<file path="config.mk">
export PLATFORM = sky130hd
export DESIGN_NAME = scroll_fetch_addr
export DESIGN_NICKNAME = d
export VERILOG_FILES = /design/src/rtl/sfa_pkg.sv /design/src/rtl/sfa_regs.sv /design/src/rtl/sfa_line_seq.sv /design/src/rtl/sfa_addr_ctr.sv /design/src/rtl/scroll_fetch_addr.sv
export SDC_FILE = /design/constraint.sdc
export NUM_CORES = 1
export LEC_CHECK = 0
export BUFFER_PORTS_ARGS = -buffer_cell sky130_fd_sc_hd__buf_4
export CAP_MARGIN = 10
export CORE_ASPECT_RATIO = 1.2
export CORE_UTILIZATION = 58
export DETAILED_ROUTE_END_ITERATION = 16
export GPL_TIMING_DRIVEN = 0
export PLACE_DENSITY_LB_ADDON = 0.1
export SLEW_MARGIN = 20
export SYNTH_ARGS = -nofsm -noshare
export SYNTH_HDL_FRONTEND = slang
export SYNTH_HIERARCHICAL = 1
export SYNTH_SLANG_ARGS = --single-unit
</file>
<file path="constraint.sdc">
create_clock -name clk -period 7.9 [get_ports clk]
set_clock_uncertainty 0.2 [all_clocks]
set_input_delay 0.79 -clock clk [delete_from_list [all_inputs] [get_ports clk]]
set_output_delay 0.79 -clock clk [all_outputs]
set_load 0.05 [all_outputs]
</file>
<file path="src/rtl/sfa_pkg.sv">
package sfa_pkg;
    localparam int ADDR_W  = 22;
    localparam int WORD_W  = ADDR_W - 1;
    localparam int HI_W    = ADDR_W - 16;
    localparam int GROUP_4 = 4;

    typedef enum logic [2:0] {
        SEL_CNT_HI  = 3'd0,
        SEL_CNT_MID = 3'd1,
        SEL_CNT_LO  = 3'd2,
        SEL_BAS_HI  = 3'd3,
        SEL_BAS_MID = 3'd4,
        SEL_BAS_LO  = 3'd5,
        SEL_SKIP    = 3'd6,
        SEL_CTRL    = 3'd7
    } sel_e;

    typedef struct packed {
        logic       mono;
        logic [3:0] scroll;
    } ctrl_t;

    function automatic int words_per_line(ctrl_t c, int lo_groups, int mono_words);
        int n;
        if (c.mono) n = mono_words + ((c.scroll != 4'd0) ? 1 : 0);
        else        n = lo_groups * GROUP_4 + ((c.scroll != 4'd0) ? GROUP_4 : 0);
        return n;
    endfunction

    function automatic logic [WORD_W-1:0] put_byte(logic [WORD_W-1:0] w,
                                                   logic [1:0] part, logic [7:0] d);
        logic [WORD_W-1:0] r;
        r = w;
        case (part)
            2'd0:    r[WORD_W-1:15] = d[HI_W-1:0];
            2'd1:    r[14:7]        = d;
            default: r[6:0]         = d[7:1];
        endcase
        return r;
    endfunction

    function automatic logic [7:0] get_byte(logic [WORD_W-1:0] w, logic [1:0] part);
        logic [7:0] r;
        case (part)
            2'd0:    r = 8'({w[WORD_W-1:15]});
            2'd1:    r = w[14:7];
            default: r = {w[6:0], 1'b0};
        endcase
        return r;
    endfunction
endpackage

</file>
<file path="src/rtl/sfa_regs.sv">
module sfa_regs
    import sfa_pkg::*;
(
    input  logic              clk,
    input  logic              rst,
    input  logic              we,
    input  logic [2:0]        sel,
    input  logic [7:0]        wdata,
    input  logic [WORD_W-1:0] cnt_word,
    output logic [WORD_W-1:0] base_word,
    output logic [7:0]        skip,
    output ctrl_t             ctrl,
    output logic [7:0]        rdata
);
    sel_e s;
    assign s = sel_e'(sel);

    always_ff @(posedge clk) begin
        if (rst) begin
            base_word <= '0;
            skip      <= '0;
            ctrl      <= '0;
        end else if (we) begin
            case (s)
                SEL_BAS_HI:  base_word <= put_byte(base_word, 2'd0, wdata);
                SEL_BAS_MID: base_word <= put_byte(base_word, 2'd1, wdata);
                SEL_BAS_LO:  base_word <= put_byte(base_word, 2'd2, wdata);
                SEL_SKIP:    skip      <= wdata;
                SEL_CTRL:    ctrl      <= ctrl_t'(wdata[4:0]);
                default:     ;
            endcase
        end
    end

    always_comb begin
        case (s)
            SEL_CNT_HI:  rdata = get_byte(cnt_word, 2'd0);
            SEL_CNT_MID: rdata = get_byte(cnt_word, 2'd1);
            SEL_CNT_LO:  rdata = get_byte(cnt_word, 2'd2);
            SEL_BAS_HI:  rdata = get_byte(base_word, 2'd0);
            SEL_BAS_MID: rdata = get_byte(base_word, 2'd1);
            SEL_BAS_LO:  rdata = get_byte(base_word, 2'd2);
            SEL_SKIP:    rdata = skip;
            default:     rdata = {3'b000, ctrl};
        endcase
    end

    AST_SKIP_WRITE: assert property (@(posedge clk) disable iff (rst)
        (we && s == SEL_SKIP) |=> skip == $past(wdata));
endmodule

</file>
<file path="src/rtl/sfa_line_seq.sv">
module sfa_line_seq
    import sfa_pkg::*;
#(
    parameter int LO_GROUPS  = 20,
    parameter int MONO_WORDS = 40
) (
    input  logic  clk,
    input  logic  rst,
    input  logic  frame_start,
    input  logic  line_start,
    input  logic  fetch_stb,
    input  ctrl_t ctrl,
    output logic  step,
    output logic  line_last,
    output logic  busy
);
    localparam int MAX_LO  = LO_GROUPS * GROUP_4 + GROUP_4;
    localparam int MAX_MO  = MONO_WORDS + 1;
    localparam int MAX_LEN = (MAX_LO > MAX_MO) ? MAX_LO : MAX_MO;
    localparam int REM_W   = $clog2(MAX_LEN + 1);

    logic [REM_W-1:0] rem;
    logic [REM_W-1:0] len;

    assign len       = REM_W'(words_per_line(ctrl, LO_GROUPS, MONO_WORDS));
    assign busy      = (rem != '0);
    assign step      = fetch_stb && !frame_start && !line_start && busy;
    assign line_last = step && (rem == REM_W'(1));

    always_ff @(posedge clk) begin
        if (rst)              rem <= '0;
        else if (frame_start) rem <= '0;
        else if (line_start)  rem <= len;
        else if (step)        rem <= rem - REM_W'(1);
    end

    AST_REM_BOUND: assert property (@(posedge clk) disable iff (rst)
        rem <= REM_W'(MAX_LEN));
    AST_LINE_ARMS: assert property (@(posedge clk) disable iff (rst)
        (line_start && !frame_start) |=> busy);
    AST_FRAME_DISARM: assert property (@(posedge clk) disable iff (rst)
        frame_start |=> !busy);
endmodule

</file>
<file path="src/rtl/sfa_addr_ctr.sv">
module sfa_addr_ctr
    import sfa_pkg::*;
(
    input  logic              clk,
    input  logic              rst,
    input  logic              we,
    input  logic [2:0]        sel,
    input  logic [7:0]        wdata,
    input  logic              frame_start,
    input  logic [WORD_W-1:0] base_word,
    input  logic              step,
    input  logic              line_last,
    input  logic [7:0]        skip,
    output logic [WORD_W-1:0] word
);
    logic cnt_wr;
    logic [WORD_W-1:0] inc;

    assign cnt_wr = we && (sel <= 3'd2);
    assign inc    = WORD_W'(1) + (line_last ? WORD_W'(skip) : '0);

    always_ff @(posedge clk) begin
        if (rst)              word <= '0;
        else if (cnt_wr)      word <= put_byte(word, sel[1:0], wdata);
        else if (frame_start) word <= base_word;
        else if (step)        word <= word + inc;
    end

    AST_FRAME_LOAD: assert property (@(posedge clk) disable iff (rst)
        (frame_start && !cnt_wr) |=> word == $past(base_word));
    AST_STEP_ONE: assert property (@(posedge clk) disable iff (rst)
        (step && !line_last && !cnt_wr && !frame_start) |=> word == $past(word) + WORD_W'(1));
    AST_SKIP_ADD: assert property (@(posedge clk) disable iff (rst)
        (line_last && !cnt_wr && !frame_start) |=> word == $past(word) + WORD_W'(1) + WORD_W'($past(skip)));
    AST_HOLD: assert property (@(posedge clk) disable iff (rst)
        (!step && !frame_start && !cnt_wr) |=> $stable(word));
    AST_WRITE_LOW: assert property (@(posedge clk) disable iff (rst)
        (we && sel == 3'd2) |=> word[6:0] == $past(wdata[7:1]));
endmodule

</file>
<file path="src/rtl/scroll_fetch_addr.sv">
module scroll_fetch_addr
    import sfa_pkg::*;
#(
    parameter int LO_GROUPS  = 20,
    parameter int MONO_WORDS = 40
) (
    input  logic              clk,
    input  logic              rst,
    input  logic              reg_we,
    input  logic [2:0]        reg_sel,
    input  logic [7:0]        reg_wdata,
    output logic [7:0]        reg_rdata,
    input  logic              frame_start,
    input  logic              line_start,
    input  logic              fetch_stb,
    output logic [ADDR_W-1:0] mem_addr,
    output logic              line_busy
);
    logic [WORD_W-1:0] word;
    logic [WORD_W-1:0] base_word;
    logic [7:0]        skip;
    ctrl_t             ctrl;
    logic              step;
    logic              line_last;

    sfa_regs u_regs (
        .clk(clk), .rst(rst), .we(reg_we), .sel(reg_sel), .wdata(reg_wdata),
        .cnt_word(word), .base_word(base_word), .skip(skip), .ctrl(ctrl),
        .rdata(reg_rdata)
    );

    sfa_line_seq #(.LO_GROUPS(LO_GROUPS), .MONO_WORDS(MONO_WORDS)) u_seq (
        .clk(clk), .rst(rst), .frame_start(frame_start), .line_start(line_start),
        .fetch_stb(fetch_stb), .ctrl(ctrl), .step(step), .line_last(line_last),
        .busy(line_busy)
    );

    sfa_addr_ctr u_ctr (
        .clk(clk), .rst(rst), .we(reg_we), .sel(reg_sel), .wdata(reg_wdata),
        .frame_start(frame_start), .base_word(base_word), .step(step),
        .line_last(line_last), .skip(skip), .word(word)
    );

    assign mem_addr = {word, 1'b0};

    AST_IDLE_STROBE: assert property (@(posedge clk) disable iff (rst)
        (fetch_stb && !line_busy && !reg_we && !frame_start) |=> $stable(mem_addr));
endmodule

</file>
# ---- After elaboration in Yosys (flattened, before gate mapping)
# Cells that the tools add are included.
dict set report word_totals {
  reg_bits 62
  input_bits 17
}
dict set report op_classes {
  muxes 14
  n_addsub 5
  n_reduce_logical 23
  n_bitwise 3
  n_eq_ne 12
  order_cmp 1
}
# op n
set op_table {}
lappend op_table {{2-to-1 mux 21 bit} 3}
lappend op_table {{case mux 21 bit (3 select lines)} 1}
lappend op_table {{case mux 8 bit (7 select lines)} 1}
lappend op_table {{2-to-1 mux 7 bit} 4}
lappend op_table {{adder 1 x 21 -> 21 bit, first input constant} 1}
lappend op_table {{adder 21 bit} 1}
lappend op_table {{2-to-1 mux 8 bit} 2}
lappend op_table {{adder 7 bit, first input constant} 2}
lappend op_table {{== test 3 bit, second input constant} 4}
lappend op_table {{AND reduction 4 bit} 3}
lappend op_table {{AND reduction 2 bit} 5}
lappend op_table {{== test 7 x 1 -> 1 bit, second input constant} 1}
lappend op_table {{nonzero test 7 bit} 1}
lappend op_table {{subtractor 7 x 1 -> 7 bit, second input constant} 1}
lappend op_table {{== test 3 x 2 -> 1 bit, second input constant} 2}
lappend op_table {{2-to-1 mux 6 bit} 1}
lappend op_table {{!= test 2 bit, second input constant} 3}
lappend op_table {{logical AND 1 bit} 5}
lappend op_table {{nonzero test 4 bit} 1}
lappend op_table {{OR reduction 2 bit} 2}
lappend op_table {{== test 3 x 1 -> 1 bit, second input constant} 1}
lappend op_table {{<= comparator 3 x 2 -> 1 bit, second input constant} 1}
lappend op_table {{zero test 3 bit} 1}
lappend op_table {{2-to-1 mux 3 bit} 1}
lappend op_table {{other kinds (7)} 10}

# ---- Logic depth before layout (Yosys ltp)
dict set report logic_depth {
  ltp_word 11
  mapped_depth 14
  ltp_nobuf 14
}

# ---- Hierarchy
# The synthesis kept the hierarchy.
# module area_per_inst_um2 seq_area_each_um2 n_inst cells_each
set modules_own_cells {}
lappend modules_own_cells {sfa_addr_ctr 2108.3 420.4 1 275}
lappend modules_own_cells {sfa_regs 1823.0 680.7 1 229}
lappend modules_own_cells {sfa_line_seq 467.9 140.1 1 56}
lappend modules_own_cells {scroll_fetch_addr 11.3 0.0 1 2}

# ---- Least setup slack after synthesis
# OpenSTA, ideal clock, no wires.
dict set report synth_timing {
  kind {flip-flop to flip-flop}
  startpoint {register u_seq.rem[0]}
  endpoint {register u_ctr.word[20]}
  path_slack_ns 4.052
  required_ns 7.621
  path_buffers 0
  stages_incl_launch_ff 15
  arrival_time_ns 3.569
  setup_time_ns 0.079
  path_cell_list {dfxtp_1 inv_1 ha_1 nor2b_1 nand2_1 nand2b_1 nor3_1 nand2_1 ha_1 fa_1 nand2b_1 a21oi_1 o21ai_1 or4_1 o211ai_1}
}
dict set report synth_between {
  elab_chain_len 9
  elab_cells_between_ends 12
  classes_between {2 x add/sub; 1 x eq/ne; 4 x mux; 5 x reduce/logical}
}
# element line_no
set synth_rtl {}
lappend synth_rtl {{from (decl)} sfa_line_seq.sv:22} ;# logic [REM_W-1:0] rem;
lappend synth_rtl {{from (signal assigned)} sfa_line_seq.sv:33} ;# else if (line_start) rem <= len;
lappend synth_rtl {{from (signal assigned)} sfa_line_seq.sv:34} ;# else if (step) rem <= rem - REM_W'(1);
lappend synth_rtl {{nonzero test 7 bit} sfa_line_seq.sv:26} ;# assign busy = (rem != '0);
lappend synth_rtl {{via line_busy} scroll_fetch_addr.sv:17} ;# output logic line_busy
lappend synth_rtl {{logical AND 1 bit} sfa_line_seq.sv:27} ;# assign step = fetch_stb && !frame_start && !line_start && busy;
lappend synth_rtl {{logical AND 1 bit} sfa_line_seq.sv:28} ;# assign line_last = step && (rem == REM_W'(1));
lappend synth_rtl {{via line_last} scroll_fetch_addr.sv:24} ;# logic line_last;
lappend synth_rtl {{2-to-1 mux 8 bit} sfa_addr_ctr.sv:20} ;# assign inc = WORD_W'(1) + (line_last ? WORD_W'(skip) : '0);
lappend synth_rtl {{adder 1 x 21 -> 21 bit} sfa_addr_ctr.sv:20}
lappend synth_rtl {{adder 21 bit} sfa_addr_ctr.sv:26} ;# else if (step) word <= word + inc;
lappend synth_rtl {{2-to-1 mux 21 bit} sfa_addr_ctr.sv:26}
lappend synth_rtl {{2-to-1 mux 21 bit} sfa_addr_ctr.sv:25} ;# else if (frame_start) word <= base_word;
lappend synth_rtl {{2-to-1 mux 21 bit} sfa_addr_ctr.sv:24} ;# else if (cnt_wr) word <= put_byte(word, sel[1:0], wdata);
lappend synth_rtl {{to (signal assigned)} sfa_addr_ctr.sv:24}
lappend synth_rtl {{to (signal assigned)} sfa_addr_ctr.sv:25}
lappend synth_rtl {{to (signal assigned)} sfa_addr_ctr.sv:26}
lappend synth_rtl {{to (decl)} sfa_addr_ctr.sv:14} ;# output logic [WORD_W-1:0] word
# The timed path passes the listed nets, and every way through them passes these cells. The select of a mux whose other input is x is not followed.
# A chain may end at the register's enable or synchronous reset.

# ---- Worst setup path after layout
dict set report layout_timing {
  startpoint {register u_seq.rem[2]}
  endpoint {register u_ctr.word[20]}
}
dict set report layout_between {
  elab_chain_len 9
  elab_cells_between_ends 12
  classes_between {2 x add/sub; 1 x eq/ne; 4 x mux; 5 x reduce/logical}
}
# element line_no
set layout_rtl {}
lappend layout_rtl {{nonzero test 7 bit} sfa_line_seq.sv:26}
lappend layout_rtl {{logical AND 1 bit} sfa_line_seq.sv:27}
lappend layout_rtl {{logical AND 1 bit *} sfa_line_seq.sv:28}
lappend layout_rtl {{via line_last} scroll_fetch_addr.sv:24}
lappend layout_rtl {{2-to-1 mux 8 bit *} sfa_addr_ctr.sv:20}
lappend layout_rtl {{adder 1 x 21 -> 21 bit *} sfa_addr_ctr.sv:20}
lappend layout_rtl {{adder 21 bit *} sfa_addr_ctr.sv:26}
lappend layout_rtl {{2-to-1 mux 21 bit *} sfa_addr_ctr.sv:26}
lappend layout_rtl {{2-to-1 mux 21 bit *} sfa_addr_ctr.sv:25}
lappend layout_rtl {{2-to-1 mux 21 bit *} sfa_addr_ctr.sv:24}
# The timed path passes the listed nets; every way through them passes the cells marked *. The select of a mux whose other input is x is not followed.

==> impl_metrics.toml <==
[timing]
fin_tns_setup_ns = 0
rsz0062_at_grt = "no"
fin_crit_ns = 4.319
hold_viol = 0
relSlewSlack_pct = 49.47
max_clock_freq_ghz = 0.2315
finalMaxSlewViolations = 0
period_share_pct = 54.67
tightest_slew_ns = 0.7500
final-setup-viol-count = 0
holdWs_ns = 0.2877

[logic_synthesis]
async_flop_share_pct = 0
yosys_warnings = 6
synthCells = 562
yosysSeqAreaShare_pct = 28.14
synthesis.nets = 591
syn_area_per_cell_um2 = 7.848
synthFlopType = "dfxtp_1"
synth.distinct_cells = 84
yosys_register_bits = 62
synth_area_um2 = 4410
synth_edf_count = 0

[min_path]
min_path_type = "reg -> reg"

[route]
routed_via_density = 6.987
drt_first_pass_iters = 7
wl_per_cell_um = 22.79
ant_nets = 0
wl_um = 16250
drc_errors = 0
vias = 4982
drtIter0Drc = 754

[clocking]
numCtsBuffers = 9
cts_max_level = 3
path_clk_slew_ns = 0.08
root_buffer = "clkbuf_8"
post_cts_buffers = 0
clk_path_buf_depth = 2
cts_resized = 0
ctsHoldBuffers = 0
clock_latency_ns = 0.36
cts_tree = "built"
clkSinkCount = 62

[global_routing]
grt_pass1_vias = 4614
grt_max_degree = 13
antenna_found_initial = 0
grt_use_total_pct = 42.11
grt_pass1_wl_um = 24650
grt_overflow = 0

[critical_path]
reg2reg_from = "u_seq/rem[2]"
r2r_end = "u_ctr/word[20]"
path_cells = "nor4_1, nand3b_1, nor3_1, nand2_1, ha_1, fa_1, nand2b_1, a21oi_1, o21ai_1, or4_1, o211ai_1"
worstRegToRegCells = 11
crit_path_end = "u_ctr/word[20]"
crit_required_ns = 7.99
rrSetupSlack_ns = 3.58
slowest_stage = "nor4_1"
crit_type = "reg -> reg"
cp-end-kind = "flop"
cp.arrival_ns = 4.41
crit_fanout = 8
cp_slowest_stage_delay_ns = 0.60
crit_start = "u_seq/rem[2]"
crit_path_start_kind = "flop"

[floorplan]
io_pins = 48
initial_core_util_pct = 60.28
die_h_um = 97.53
coreArea_um2 = 7317
die_w_um = 81.61
die-area_um2 = 7959
core.rowCount = 34

[layout]
nNetsFinal = 647
multi_input_area_um2 = 2917
fin_util_pct = 69.02
fillers = 643
insertedDiodeCount = 0
regArea_um2 = 1241
drive_gt1_share_pct = 16.69
syn_to_final_growth_pct = 14.50

[pwr]
leakage_uw = 0.001919
peakVddDrop_v = 0.0001163
total_power_uw = 839.5
p_per_area_nw_per_um2 = 166.2

[place]
dp_hpwl_um = 12080
io_buffers = 45
gp_congestion = 1.001

[status]
outcome = "complete, no violations"

[run]
cap_violations = 0
## worst max-delay path: cells and delay by family, from the launching register on
kind | cells | cell delay (ns)
adders and majority gates | 2 | 0.62
and+or+nand+nor | 6 | 2.19
DFF | 1 | 0.36
AOI/OAI and AO/OA | 3 | 0.88
## cell families after synthesis
logic type,Yosys count,share of synthesized area [%]
AND/OR/NAND/NOR,225,26.50
AO/OA/AOI/OAI,179,27.83
flip-flops,62,28.14
buffers and inverters,48,5.730
multiplexers,27,6.553
adder cells (fa/ha/maj),12,3.574
XOR/XNOR,8,1.589
other,1,0.08502
## per-stage QoR
| stage | std cells | area (um^2) | setup WS [ns] |
|---|---|---|---|
| after floorplan | 562 | 4410 | 4.052 |
| after global placement | 697 | 4861 | 3.542 |
| final | 713 | 5050 | 3.581 |
| after global routing | 713 | 5050 | 3.231 |
| after detailed placement | 697 | 4861 | 3.478 |
| after CTS | 713 | 5050 | 3.647 |
## where the power goes
part | switching, uW | internal (uW) | total (uW)
Combinational | 138 | 71.4 | 209
Sequential | 24.0 | 325 | 349
Clock | 136 | 145 | 281
Total | 298 | 542 | 840
## routing by layer
layer	GRT usage, %	wire [um]
met1	56.31	6301
met5	0	0
met2	62.69	7195
met4	20.38	860
met3	9.671	1888
## state kept, by name, summed over array words and instances (netlist names)
register and flops:
u_regs/base_word 21, u_ctr/word 21, u_seq/rem 7, u_regs/ctrl 5, u_regs/skip 8
## cell usage after synthesis (7+ instances only)
library cell,count,share of area (%)
inv_1,16,1.4
xnor2_1,7,1.4
ha_1,11,3.1
nand3_1,20,2.3
o21ai_0,17,1.9
a221oi_1,7,1.4
nand3b_1,7,1.2
dfxtp_1,62,28
and2_1,8,1.1
clkbuf_1,11,0.94
nor3_1,8,0.91
nand2b_1,16,2.3
nand2_1,84,7.1
o211ai_1,15,2.6
a211oi_1,13,2.2
nor2_1,33,2.8
mux2i_1,21,4.8
a21oi_1,63,7.1
## final cells by class
class	instances	share of cell area [%]
plain buffers	30	3.667
clock buffers	10	2.527
clock inverters	6	1.214
inverters	18	1.338
multi-input cells	452	57.76
flip-flops and latches	62	24.58
well taps	90	2.230
repair buffers	45	6.690
## worst min path at each step
stage	start	endpoint	slack, ns	cells after the start
after global placement	u_regs/ctrl[3]	u_regs/ctrl[3]	0.27	2
after global routing	u_regs/ctrl[1]	u_regs/ctrl[1]	0.31	2
after floorplan	u_regs/base_word[20]	u_regs/base_word[20]	0.24	2
after detailed placement	u_regs/ctrl[3]	u_regs/ctrl[3]	0.27	2
after CTS	u_regs/ctrl[3]	u_regs/ctrl[3]	0.28	2
final	u_regs/ctrl[3]	u_regs/ctrl[3]	0.29	2
## layout by cell type, fill, tap and decap left out, types with 9 or more instances in the layout
cell / n
dfxtp_1: 62
a211oi_1: 13
nor2_1: 33
mux2i_1: 21
a21oi_1: 63
clkbuf_1: 12
ha_1: 11
o211ai_1: 15
clkbuf_8: 9
inv_1: 16
o21ai_0: 17
nand2_1: 84
nand2b_1: 16
buf_4: 50
nand3_1: 20
No activity file was read; power rests on OpenSTA's default activity.
